$ cat config.mk
export PLATFORM = sky130hd
export DESIGN_NAME = lowtrans_lfsr
export DESIGN_NICKNAME = d
export VERILOG_FILES = /design/src/rtl/lowtrans_pkg.sv /design/src/rtl/lowtrans_mux2.sv /design/src/rtl/lowtrans_core.sv /design/src/rtl/lowtrans_swap_net.sv /design/src/rtl/lowtrans_lfsr.sv
export SDC_FILE = /design/constraint.sdc
export NUM_CORES = 1
export LEC_CHECK = 0
export ABC_AREA = 1
export BUFFER_PORTS_ARGS = -buffer_cell sky130_fd_sc_hd__buf_4
export CAP_MARGIN = 20
export CORE_AREA = 2 2 39 41
export CTS_CLUSTER_SIZE = 24
export DETAILED_ROUTE_END_ITERATION = 10
export DIE_AREA = 0 0 41 43
export PLACE_DENSITY = 0.44
export SKIP_CTS_REPAIR_TIMING = 1
export SKIP_LAST_GASP = 1
export SYNTH_ARGS = -nofsm -noshare
export SYNTH_HDL_FRONTEND = slang
export SYNTH_SLANG_ARGS = --single-unit
$ cat constraint.sdc
create_clock -name clk -period 1.1 [get_ports clk]
set_clock_uncertainty 0.15 [all_clocks]
set_input_delay 0.165 -clock clk [delete_from_list [all_inputs] [get_ports clk]]
set_output_delay 0.165 -clock clk [all_outputs]
set_load 0.005 [all_outputs]
$ cat src/rtl/lowtrans_pkg.sv
package lowtrans_pkg;
    parameter int unsigned LFSR_W = 4;
    typedef logic [LFSR_W-1:0] word_t;

    typedef struct packed {
        word_t state;
    } core_s;

    // partner index for a bit in the exchange network
    function automatic int unsigned partner_idx(input int unsigned i, input int unsigned lo);
        if (i == lo)       return lo + 1;
        if (i == lo + 1)   return lo;
        return i;
    endfunction
endpackage

$ cat src/rtl/lowtrans_mux2.sv
module lowtrans_mux2 (
    input  logic a_i,
    input  logic b_i,
    input  logic sel_i,
    output logic y_o
);
    always_comb begin
        y_o = sel_i ? b_i : a_i;
    end
endmodule

$ cat src/rtl/lowtrans_core.sv
module lowtrans_core
    import lowtrans_pkg::*;
#(
    parameter word_t       SEED  = word_t'(1),
    parameter int unsigned TAP_A = 0,
    parameter int unsigned TAP_B = 1
) (
    input  logic  clk,
    input  logic  rst,
    input  logic  en,
    output word_t state_o
);
    localparam int unsigned MSB = LFSR_W - 1;

    core_s core_d, core_q;

    always_comb begin
        core_d = core_q;
        if (rst) begin
            core_d.state = SEED;
        end else if (en) begin
            core_d.state = {core_q.state[TAP_A] ^ core_q.state[TAP_B], core_q.state[MSB:1]};
        end
    end

    always_ff @(posedge clk) begin
        core_q <= core_d;
    end

    assign state_o = core_q.state;
endmodule

$ cat src/rtl/lowtrans_swap_net.sv
module lowtrans_swap_net
    import lowtrans_pkg::*;
#(
    parameter int unsigned SEL_IDX = 0,
    parameter int unsigned PAIR_LO = 0
) (
    input  word_t state_i,
    output word_t word_o
);
    for (genvar i = 0; i < LFSR_W; i++) begin : g_bit
        localparam int unsigned ALT = partner_idx(i, PAIR_LO);
        lowtrans_mux2 u_mux (
            .a_i   (state_i[i]),
            .b_i   (state_i[ALT]),
            .sel_i (state_i[SEL_IDX]),
            .y_o   (word_o[i])
        );
    end
endmodule

$ cat src/rtl/lowtrans_lfsr.sv
module lowtrans_lfsr
    import lowtrans_pkg::*;
(
    input  logic       clk,
    input  logic       rst,
    input  logic       en,
    output logic [3:0] state_o,
    output logic [3:0] lp_word_o
);
    localparam int unsigned LAST_STAGE = 0;
    localparam int unsigned SWAP_LO    = 0;

    word_t state_w;
    word_t word_w;

    lowtrans_core #(
        .SEED  (word_t'(1)),
        .TAP_A (0),
        .TAP_B (1)
    ) u_core (
        .clk     (clk),
        .rst     (rst),
        .en      (en),
        .state_o (state_w)
    );

    lowtrans_swap_net #(
        .SEL_IDX (LAST_STAGE),
        .PAIR_LO (SWAP_LO)
    ) u_swap (
        .state_i (state_w),
        .word_o  (word_w)
    );

    assign state_o   = state_w;
    assign lp_word_o = word_w;
endmodule

==> flow_metrics.tcl <==
set metrics [dict create \
    synth.cell_area_um2 272 \
    final.fill_count 150 \
    placement.io_buffers 10 \
    dr.pass1.iters 2 \
    layout.cells.most_common "buf_4" \
    rsz0062_at_grt "yes" \
    number_of_buffers_created_by_cts 3 \
    die_height_um 43 \
    global_route.usage.total_pct 5.82 \
    detailed_place_hpwl_um 302 \
    f_max_ghz 0.817 \
    detail_route.wirelength.met1_um 200 \
    clkSinkCount 4 \
    path_max_fanout 3 \
    report.power.total_w 0.000459 \
    ys.warnings.count 0 \
    pwr_density_cell_nw_per_um2 1200 \
    preCtsSetupSlack_ns 0.0116 \
    grt_pass1_wl_um 621 \
    p_int_w 0.000348 \
    largest_register_ffs 4 \
    die_w_um 41 \
    ys_types 11 \
    netlist_instances 38 \
    violations "negative setup slack" \
    pins_over_slew_limit 0 \
    final_cell_mix "buf_4 (9), inv_1 (6), nand2_1 (6), nor2_1 (5), buf_6 (5)" \
    clock_power_share_pct 39.1 \
    slew_headroom_pct 91.1 \
    postRouteWirelength_um 403 \
    met2_wirelength_from_detailed_routing_um 166 \
    cts.clk_slew.worst_paths_ns 0.04 \
    comb_power_share_pct 24.5 \
    design.final.nets 53 \
    holdWs_ns 0.0368 \
    n_antenna_cell 0 \
    cts.path.max_buffers 2 \
    cp-end-kind "primary output" \
    worstHoldPathType "in -> reg" \
    p_sw_w 0.000112 \
    run_status "complete, but fails checks" \
    cts_tree "yes" \
    floorplan.initialDensity_pct 19.6 \
    fin_setup_tns_ns -0.225 \
    setup_violations 2 \
    core_area_um2 1380 \
    ys_seq_elements 4 \
    critPathKind "reg -> out" \
    synthesis.nets 43 \
    worst_slew_pin_slew_ns 0.134 \
    setup_slack_ns -0.124 \
    placement_rows 14 \
    post-route-period-util_pct 111 \
    via_density_per_instance 3.34 \
    final.min_clock_period_ns 1.22 \
    number_of_top_level_design_ports 11 \
    antenna_found_initial 0 \
    ir_worst_vdd_v 0.000404 \
    layout-drive-gt1-share_pct 56.5 \
    max_cap_viol_count 0 \
    gpl.final_weighted_congestion 0.621 \
    wl_met3_um 36 \
    routed-via-count 207 \
    largest_net_degree_at_the_start_of_global_routing 9 \
    flow.area_growth_from_synthesis_pct 41.5 \
    routed_wire_length_per_instance_um 6.50 \
    synth.avg_cell_area_um2 7.15 \
    ys_seq_area_share_pct 29.5 \
    top_layer_in_use "met3" \
    hold_violations 0 \
    drt.antenna.violating_nets 0 \
    clock_tree_root "clkbuf_4" \
    drt_iter0_drc 6 \
    cellLeakagePower_nw 0.204 \
    crit_arrival_ns 0.91 \
    area_of_the_die_um2 1760 \
    first_global_vias 166 \
    drc 0 \
    grt_remaining_overflow 0 \
    p_seq_share_pct 36.4 \
    crit_required_ns 0.78 \
    timing.critical_path.from_type "register" \
    h-tree-depth 1 \
    insertion_delay_ns 0.23 \
    proportion_of_total_power_due_to_net_switching_pct 24.3 \
]
-- final timing paths --
kind,from,end,depth (start not counted),slack (ns)
worst min-delay path,rst,u_core.state_o[0]$_SDFFE_PP1P_,3,0.04
worst min register to register,u_core.state_o[2]$_SDFFE_PP0P_,u_core.state_o[2]$_SDFFE_PP0P_,2,0.35
worst max-delay path,u_core.state_o[0]$_SDFFE_PP1P_,lp_word_o[0],3,-0.12
worst max register to register,u_core.state_o[1]$_SDFFE_PP0P_,u_core.state_o[3]$_SDFFE_PP0P_,6,0.02
-- through the flow --
| stage | util, % | area [µm²] | instances |
|---|---|---|---|
| floorplan | - | 272 | 38 |
| global placement | 22.4 | 310 | 57 |
| detailed placement | 22.4 | 310 | 57 |
| CTS | 24.1 | 333 | 60 |
| global route | 27.8 | 384 | 62 |
| finish | 27.8 | 384 | 62 |
-- power groups by stage --
stage                     combinational, W  sequential [W]  clock, W
after floorplan                  0.0000721        0.000168         0
after global placement           0.0000916        0.000167         0
after detailed placement         0.0000921        0.000167         0
after CTS                        0.0000922        0.000165  0.000190
after global routing              0.000129        0.000169  0.000199
final                             0.000113        0.000167  0.000179
-- synth_stat cells --
master,n,share of area (%)
inv_2,1,1.4
nand2_1,6,8.3
dfxtp_1,4,29
buf_6,1,4.1
buf_4,8,22
nor2_2,1,2.3
nor2_1,5,6.9
ha_1,2,9.2
nand3_1,1,1.8
inv_1,7,9.7
nand2_2,2,4.6
-- final cells by class --
class / instances / area, µm² / share of cell area, %
repair buffers: 14 / 124 / 32.2
flip-flops and latches: 4 / 82.6 / 21.5
inverters: 8 / 30.0 / 7.82
clock buffers: 3 / 22.5 / 5.86
multi-input cells: 17 / 105 / 27.4
well taps: 16 / 20.0 / 5.21
-- per-layer routing --
layer / track usage, % / up-vias
met4: 6.00 / 0
met2: 5.31 / 7
li1: - / 116
met3: 4.71 / 0
met5: 0 / -
met1: 7.40 / 84
-- critical path, cell delays in order (launching register included) --
cell and delay (ns):
dfxtp_2 0.31, buf_6 0.12, ha_4 0.15, buf_6 0.10
-- kinds of logic (layout without fill, tap and decap cells) --
kind of cell	Yosys count	in the layout	synth area share (%)
fa+ha+maj	2	2	9.22
flops	4	4	29.5
buf+inv	17	25	37.3
simple gates	15	15	24.0
Note: power is estimated with default switching activity, not from simulation.
